===== src/rtl/tbr_pkg.sv =====
// Package: shared constants and helpers for the burst redirector.
// Assumes 16-bit data words and 5-bit length/base fields.
package tbr_pkg;
    localparam int DATA_W   = 16;
    localparam int FIELD_W  = 5;
    localparam int LEN_LSB  = 8;
    localparam int BASE_LSB = 0;

    // Merge new data into old data under byte enables.
    function automatic logic [DATA_W-1:0] lane_merge(
        input logic [DATA_W-1:0] old_v,
        input logic [DATA_W-1:0] new_v,
        input logic [1:0]        be
    );
        logic [DATA_W-1:0] r;
        r[7:0]  = be[0] ? new_v[7:0]  : old_v[7:0];
        r[15:8] = be[1] ? new_v[15:8] : old_v[15:8];
        return r;
    endfunction
endpackage


===== src/rtl/tbr_ctrl_reg.sv =====
// Module: burst control register and running burst index.
// Holds the length code and base offset; the index advances on each
// window access, wraps after index == length and clears on control writes.
// Assumes at most one access per cycle.
module tbr_ctrl_reg
    import tbr_pkg::*;
#(
    parameter int IDX_W = FIELD_W
) (
    input  logic              clk,
    input  logic              rst_n,
    input  logic              ctrl_we,
    input  logic [1:0]        be,
    input  logic [DATA_W-1:0] wdata,
    input  logic              win_access,
    output logic [IDX_W-1:0]  len_code,
    output logic [IDX_W-1:0]  base_off,
    output logic [IDX_W-1:0]  idx,
    output logic [DATA_W-1:0] ctrl_rdata
);
    // Update the fields under byte enables on control writes.
    always_ff @(posedge clk) begin
        if (!rst_n) begin
            len_code <= '0;
            base_off <= '0;
        end else if (ctrl_we) begin
            if (be[1]) len_code <= wdata[LEN_LSB +: IDX_W];
            if (be[0]) base_off <= wdata[BASE_LSB +: IDX_W];
        end
    end

    // Step the burst index, wrapping at the length code.
    always_ff @(posedge clk) begin
        if (!rst_n) begin
            idx <= '0;
        end else if (ctrl_we) begin
            idx <= '0;
        end else if (win_access) begin
            idx <= (idx == len_code) ? '0 : idx + 1'b1;
        end
    end

    // Assemble the read view; reserved bits stay zero.
    always_comb begin
        ctrl_rdata = '0;
        ctrl_rdata[LEN_LSB +: IDX_W]  = len_code;
        ctrl_rdata[BASE_LSB +: IDX_W] = base_off;
    end

    assert_index_bound_R5: assert property (@(posedge clk) disable iff (!rst_n)
        $past(rst_n) |-> idx <= len_code || $past(ctrl_we && !be[1]) == 1'b0);
    assert_advance_R4: assert property (@(posedge clk) disable iff (!rst_n)
        win_access && !ctrl_we && idx != len_code |=> idx == $past(idx) + 1'b1);
    assert_wrap_R5: assert property (@(posedge clk) disable iff (!rst_n)
        win_access && !ctrl_we && idx == len_code |=> idx == '0);
    assert_clear_on_ctrl_R6: assert property (@(posedge clk) disable iff (!rst_n)
        ctrl_we |=> idx == '0);
endmodule


===== src/rtl/tbr_addr_map.sv =====
// Module: bus decode and redirect target computation.
// Splits an access into control, window or direct bank access and
// flags bank targets at or beyond NUM_REGS as unimplemented.
module tbr_addr_map
    import tbr_pkg::*;
#(
    parameter int ADDR_W    = 8,
    parameter int IDX_W     = FIELD_W,
    parameter int NUM_REGS  = 32,
    parameter int CTRL_WORD = 18,
    parameter int WIN_WORD  = 19,
    localparam int WORD_W   = ADDR_W - 2,
    localparam int TGT_W    = (WORD_W > IDX_W + 1) ? WORD_W : IDX_W + 1
) (
    input  logic              sel,
    input  logic              wr,
    input  logic [ADDR_W-1:0] addr,
    input  logic [IDX_W-1:0]  base_off,
    input  logic [IDX_W-1:0]  idx,
    output logic              is_ctrl,
    output logic              ctrl_we,
    output logic              win_access,
    output logic              bank_hit,
    output logic              bank_we,
    output logic [TGT_W-1:0]  bank_idx
);
    logic [TGT_W-1:0] word;
    logic [TGT_W-1:0] redirect;

    // Classify the access and pick the bank slot it reaches.
    always_comb begin
        word       = TGT_W'(addr[ADDR_W-1:2]);
        redirect   = TGT_W'(base_off) + TGT_W'(idx);
        is_ctrl    = sel && (word == TGT_W'(CTRL_WORD));
        ctrl_we    = is_ctrl && wr;
        win_access = sel && (word == TGT_W'(WIN_WORD));
        bank_idx   = win_access ? redirect : word;
        bank_hit   = sel && !is_ctrl && (bank_idx < TGT_W'(NUM_REGS));
        bank_we    = bank_hit && wr;
    end
endmodule


===== src/rtl/tbr_reg_bank.sv =====
// Module: generic register bank with per-byte write enables.
// One write port; all registers are exposed flat for the read mux.
module tbr_reg_bank
    import tbr_pkg::*;
#(
    parameter int NUM_REGS = 32,
    parameter int TGT_W    = 6
) (
    input  logic                       clk,
    input  logic                       rst_n,
    input  logic                       we,
    input  logic [TGT_W-1:0]           widx,
    input  logic [1:0]                 be,
    input  logic [DATA_W-1:0]          wdata,
    output logic [NUM_REGS*DATA_W-1:0] regs_flat
);
    for (genvar g = 0; g < NUM_REGS; g++) begin : g_reg
        logic [DATA_W-1:0] q;
        logic              hit;
        assign hit = we && (widx == TGT_W'(g));

        // Store one register, merging only the enabled lanes.
        always_ff @(posedge clk) begin
            if (!rst_n)   q <= '0;
            else if (hit) q <= lane_merge(q, wdata, be);
        end
        assign regs_flat[g*DATA_W +: DATA_W] = q;

        assert_lane_low_hold_R8: assert property (@(posedge clk) disable iff (!rst_n)
            hit && !be[0] |=> $stable(regs_flat[g*DATA_W +: 8]));
        assert_lane_high_hold_R8: assert property (@(posedge clk) disable iff (!rst_n)
            hit && !be[1] |=> $stable(regs_flat[g*DATA_W + 8 +: 8]));
    end
endmodule


===== src/rtl/timer_burst_regfile.sv =====
// Module: top of the burst window redirector.
// Decodes the bus, holds the burst control register, forwards window
// accesses to base+index in the bank, and registers read data.
// Assumes one access per cycle on a synchronous bus.
module timer_burst_regfile
    import tbr_pkg::*;
#(
    parameter int ADDR_W    = 8,
    parameter int NUM_REGS  = 32,
    parameter int CTRL_WORD = 18,
    parameter int WIN_WORD  = 19,
    localparam int IDX_W    = FIELD_W,
    localparam int WORD_W   = ADDR_W - 2,
    localparam int TGT_W    = (WORD_W > IDX_W + 1) ? WORD_W : IDX_W + 1
) (
    input  logic              clk,
    input  logic              rst_n,
    input  logic              bus_sel,
    input  logic              bus_wr,
    input  logic [ADDR_W-1:0] bus_addr,
    input  logic [1:0]        bus_be,
    input  logic [DATA_W-1:0] bus_wdata,
    output logic [DATA_W-1:0] bus_rdata
);
    logic [IDX_W-1:0]           len_code, base_off, idx;
    logic [DATA_W-1:0]          ctrl_rdata;
    logic                       is_ctrl, ctrl_we, win_access, bank_hit, bank_we;
    logic [TGT_W-1:0]           bank_idx;
    logic [NUM_REGS*DATA_W-1:0] regs_flat;
    logic [DATA_W-1:0]          rd_value;

    tbr_ctrl_reg #(.IDX_W(IDX_W)) u_ctrl (
        .clk(clk), .rst_n(rst_n), .ctrl_we(ctrl_we), .be(bus_be),
        .wdata(bus_wdata), .win_access(win_access), .len_code(len_code),
        .base_off(base_off), .idx(idx), .ctrl_rdata(ctrl_rdata)
    );

    tbr_addr_map #(
        .ADDR_W(ADDR_W), .IDX_W(IDX_W), .NUM_REGS(NUM_REGS),
        .CTRL_WORD(CTRL_WORD), .WIN_WORD(WIN_WORD)
    ) u_map (
        .sel(bus_sel), .wr(bus_wr), .addr(bus_addr), .base_off(base_off),
        .idx(idx), .is_ctrl(is_ctrl), .ctrl_we(ctrl_we),
        .win_access(win_access), .bank_hit(bank_hit), .bank_we(bank_we),
        .bank_idx(bank_idx)
    );

    tbr_reg_bank #(.NUM_REGS(NUM_REGS), .TGT_W(TGT_W)) u_bank (
        .clk(clk), .rst_n(rst_n), .we(bank_we), .widx(bank_idx),
        .be(bus_be), .wdata(bus_wdata), .regs_flat(regs_flat)
    );

    // Select the value an access would read; unimplemented slots give zero.
    always_comb begin
        rd_value = '0;
        if (is_ctrl) begin
            rd_value = ctrl_rdata;
        end else if (bank_hit) begin
            for (int i = 0; i < NUM_REGS; i++) begin
                if (bank_idx == TGT_W'(i)) rd_value = regs_flat[i*DATA_W +: DATA_W];
            end
        end
    end

    // Capture read data one cycle after a read access and hold it.
    always_ff @(posedge clk) begin
        if (!rst_n)                 bus_rdata <= '0;
        else if (bus_sel && !bus_wr) bus_rdata <= rd_value;
    end

    assert_ctrl_reserved_R2: assert property (@(posedge clk) disable iff (!rst_n)
        is_ctrl && !bus_wr |=> bus_rdata[15:13] == 3'b0 && bus_rdata[7:5] == 3'b0);
    assert_oob_write_ignored_R7: assert property (@(posedge clk) disable iff (!rst_n)
        win_access && bus_wr && !bank_hit |=> $stable(regs_flat));
    assert_oob_read_zero_R7: assert property (@(posedge clk) disable iff (!rst_n)
        win_access && !bus_wr && !bank_hit |=> bus_rdata == '0);
    assert_rdata_hold_R10: assert property (@(posedge clk) disable iff (!rst_n)
        !(bus_sel && !bus_wr) |=> $stable(bus_rdata));
endmodule


===== config.mk =====
export PLATFORM = sky130hd
export DESIGN_NAME = timer_burst_regfile
export DESIGN_NICKNAME = d
export VERILOG_FILES = /design/src/rtl/tbr_pkg.sv /design/src/rtl/tbr_ctrl_reg.sv /design/src/rtl/tbr_addr_map.sv /design/src/rtl/tbr_reg_bank.sv /design/src/rtl/timer_burst_regfile.sv
export SDC_FILE = /design/constraint.sdc
export NUM_CORES = 2
export LEC_CHECK = 0
export BUFFER_PORTS_ARGS = -buffer_cell sky130_fd_sc_hd__buf_4
export CAP_MARGIN = 30
export CORE_MARGIN = 2
export CORE_UTILIZATION = 31
export DETAILED_ROUTE_END_ITERATION = 10
export GPL_ROUTABILITY_DRIVEN = 0
export SLEW_MARGIN = 5
export SYNTH_ARGS = -nofsm -noshare
export SYNTH_HDL_FRONTEND = slang
export SYNTH_SLANG_ARGS = --single-unit

===== constraint.sdc =====
create_clock -name clk -period 4.35 [get_ports clk]
set_clock_uncertainty 0.1 [all_clocks]
set_input_delay 0.2175 -clock clk [delete_from_list [all_inputs] [get_ports clk]]
set_output_delay 0.2175 -clock clk [all_outputs]
set_load 0.05 [all_outputs]

==> reports/metrics.yaml <==
outcome:
  status: "completed"
timing:
  finalWorstSetupSlack_ps: 153
  slew_headroom: 0.203
  slew_viol_final: 0
  tns_ps: 0
  hold_viol: 0
  fmax_ghz: 0.238
  worst_pin_slew_ps: 1190
  fin_crit_ps: 4200
  setup_viol: 0
  fin_crit_sh: 0.965
  holdWs_ps: 15.3
worst_setup_path:
  r2r_cells: 14
  r2r-start: "u_ctrl.base_off[0]$_SDFFE_PN0P_"
  crit_path_cell_trace: "ha_1, inv_1, fa_1, nand2b_1, a21oi_1, buf_4, mux2_4, nand2_2, buf_4, nor4_4, nor4_1, a221o_1, nor3_1, o22ai_1"
  cpMaxStageDelayCell: "nor4_4"
  critPathMaxFanout: 7
  worstSetupEndpointType: "flop"
  crit_arrival_ps: 4590
  rr_endpoint: "bus_rdata[11]$_SDFFE_PN0P_"
  path_class: "reg2reg"
  start_kind: "flop"
  rrSetupSlack_ps: 150
  slowest_delay_ps: 780
  cp.required_ps: 4750
  crit_path_frequent_cell: "buf_4"
synthesis:
  synth-seq-area-share: 0.434
  ys_ff_latch: 543
  synth_top_flop_cell: "dfxtp_1"
  synth_cell_types: 76
  syn_nets: 3187
  syn_avg_cell_area_sq_um: 7.94
  synth_edf_count: 0
  syn_area_sq_um: 25000
  syn_inst: 3150
  async_flop_share: 0
  yosys_warnings: 0
clock_network:
  clock_tree.root_cell: "clkbuf_16"
  h-tree-depth: 2
  clkLatencyLatePin_ps: 630
  cts_tree: "built"
  cts_setup_buffers: 0
  path_clk_slew_ps: 60
  clockBufferDepth: 3
  cts.sinks: 543
  cts_buffers: 56
floorplanning:
  start_util: 0.312
  die_h_microns: 288
  die_x_microns: 288
  io_pins: 46
  dieArea_sq_um: 83000
  row_count: 104
  core_sq_um: 80300
grt:
  grt_first_pass_wirelength_microns: 148000
  gr-usage-all-layers: 0.234
  grt_pass1_vias: 22483
  antenna_found_initial: 0
  grt_max_degree: 258
  grt-ovfl-total: 0
detailed_routing:
  viasPerCell: 5.53
  drt_pass1_iterations: 6
  first_iter_violations: 3182
  vias: 24115
  wl_microns: 99600
  drtAntennaViolNets: 0
  route.detailed.drc: 0
  wl_per_cell_microns: 22.9
power_and_ir_drop:
  p_leak_nw: 9.96
  irDropWorstVdd_mv: 0.289
  p_total_mw: 10.6
  cellPowerDensity_nw_per_um2: 359
worst_hold_path:
  hold_depth: 3
  min_to: "u_bank.g_reg[3].q[10]$_SDFFE_PN0P_"
  min_from: "bus_wdata[10]"
  min-delay-path-class: "in2reg"
cells_and_area:
  antennaDiodeCount: 0
  ff_latch_area_sq_um: 10900
  fin_area_sq_um: 29600
  multiInputGateArea_sq_um: 13400
  nFillCells: 8226
  area_growth_pct: 18.4
  drive_above_1_share: 0.115
  nets: 3290
placement:
  portBuffers: 43
  place_area_sq_um: 27600
  dpl.hpwl_microns: 68100
  place_ws_ps: 86.9
flow_run:
  cap_violations: 0
worst max path at each step:
| stage | from | to | slack, ps |
|---|---|---|---|
| floorplan | u_ctrl.idx[0]$_SDFFE_PP0N_ | bus_rdata[1]$_SDFFE_PN0P_ | 680 |
| global placement | u_ctrl.base_off[0]$_SDFFE_PN0P_ | bus_rdata[15]$_SDFFE_PN0P_ | 220 |
| detailed placement | u_ctrl.base_off[0]$_SDFFE_PN0P_ | bus_rdata[15]$_SDFFE_PN0P_ | 90 |
| CTS | u_ctrl.base_off[0]$_SDFFE_PN0P_ | bus_rdata[15]$_SDFFE_PN0P_ | 80 |
| global route | u_ctrl.base_off[0]$_SDFFE_PN0P_ | bus_rdata[3]$_SDFFE_PN0P_ | -2 |
| finish | u_ctrl.base_off[0]$_SDFFE_PN0P_ | bus_rdata[11]$_SDFFE_PN0P_ | 150 |
state kept, by name, summed over array words and instances (netlist names):
signal,cells
u_ctrl.len_code,5
u_ctrl.idx,5
u_bank.g.q,512
u_ctrl.base_off,5
bus_rdata,16
cell usage in the layout (no fill, tap or decap), drive strengths merged, types with 13 or more instances in the layout:
cell type    Yosys  final
nand2         1076   1076
dfxtp          543    543
a21boi         468    468
buf             35    239
nor2           126    126
clkbuf         173     87
o21ai           68     68
a21oi           60     60
mux2i           59     59
nor2b           58     58
nand3           52     52
a221oi          46     46
a22oi           44     44
nor3            41     41
a222oi          35     35
o22ai           23     23
nand4           21     21
o211ai          19     19
a211oi          18     18
a22o            16     16
nor4            15     15
dlygate4sd3      0     14
o221ai          13     13
power by group:
group / internal (mW) / total, mW / switching (mW)
logic: 0.203 / 0.669 / 0.466
registers: 4.98 / 4.99 / 0.00697
clock network: 2.85 / 4.97 / 2.13
total: 8.03 / 10.6 / 2.60
worst max-delay path: cells and delay by family, from the launching register on:
| family | cells | cell delay (ps) |
|---|---|---|
| adders and majority gates | 2 | 580 |
| buffers and inverters | 3 | 430 |
| DFF | 1 | 370 |
| muxes | 1 | 190 |
| and+or+nand+nor | 5 | 1650 |
| AOI/OAI and AO/OA | 3 | 760 |
area by class of cell:
| cell class | instances | share of cell area |
|---|---|---|
| flip-flops and latches | 543 | 0.367 |
| well taps | 1060 | 0.0448 |
| repair buffers | 253 | 0.0713 |
| multi-input cells | 2389 | 0.452 |
| inverters | 10 | 0.00127 |
| clock inverters | 17 | 0.00532 |
| clock buffers | 87 | 0.0584 |
cell families after synthesis:
logic type,share of synthesized area
AND/OR/NAND/NOR,0.239
AO/OA/AOI/OAI,0.261
flip-flops,0.434
buffers and inverters,0.0340
multiplexers,0.0247
XOR/XNOR,0.00385
adder cells (fa/ha/maj),0.00380
Yosys cell counts (9+ instances only):
master    count  area share
nand4_1      21      0.0052
a221oi_1     46       0.016
nor3_1       32      0.0064
o211ai_1     18      0.0054
a222oi_1     35       0.014
buf_1        17      0.0025
inv_1        10      0.0015
a211oi_1     17      0.0051
clkbuf_1    173       0.026
a22oi_1      44       0.013
o22ai_1      23      0.0057
nor2_1      125       0.019
buf_2        14      0.0028
nor4_1       11      0.0027
o221ai_1     13      0.0045
a22o_1       16      0.0056
nor2b_1      58       0.014
nand2_1    1074        0.16
a21boi_0    465        0.14
a221o_1      11      0.0044
nor3_2        9      0.0036
dfxtp_1     543        0.43
o21ai_0      65       0.013
mux2i_1      58       0.023
and3_1       11      0.0027
a21oi_1      59       0.012
nand3_1      51       0.010
metal layers:
layer	routed length (microns)	track usage	part of all wire
met4	5070	0.107	0.051
met5	0	0	0
met3	9160	0.0415	0.092
met1	41900	0.315	0.42
met2	43500	0.364	0.44
repair_timing:
action | CTS | global route
setup endpoints to repair | 0 | 5
hold endpoints to repair | 147 | 0
hold buffers | 14 | 0
gates resized for setup | 0 | 5
through the flow:
step / instances / util
2_1_floorplan: 3150 / -
3_3_place_gp: 4240 / 0.343
3_5_place_dp: 4241 / 0.344
4_1_cts: 4359 / 0.369
5_1_grt: 4359 / 0.369
6_report: 4359 / 0.369
(Power assumes the default switching activity.)
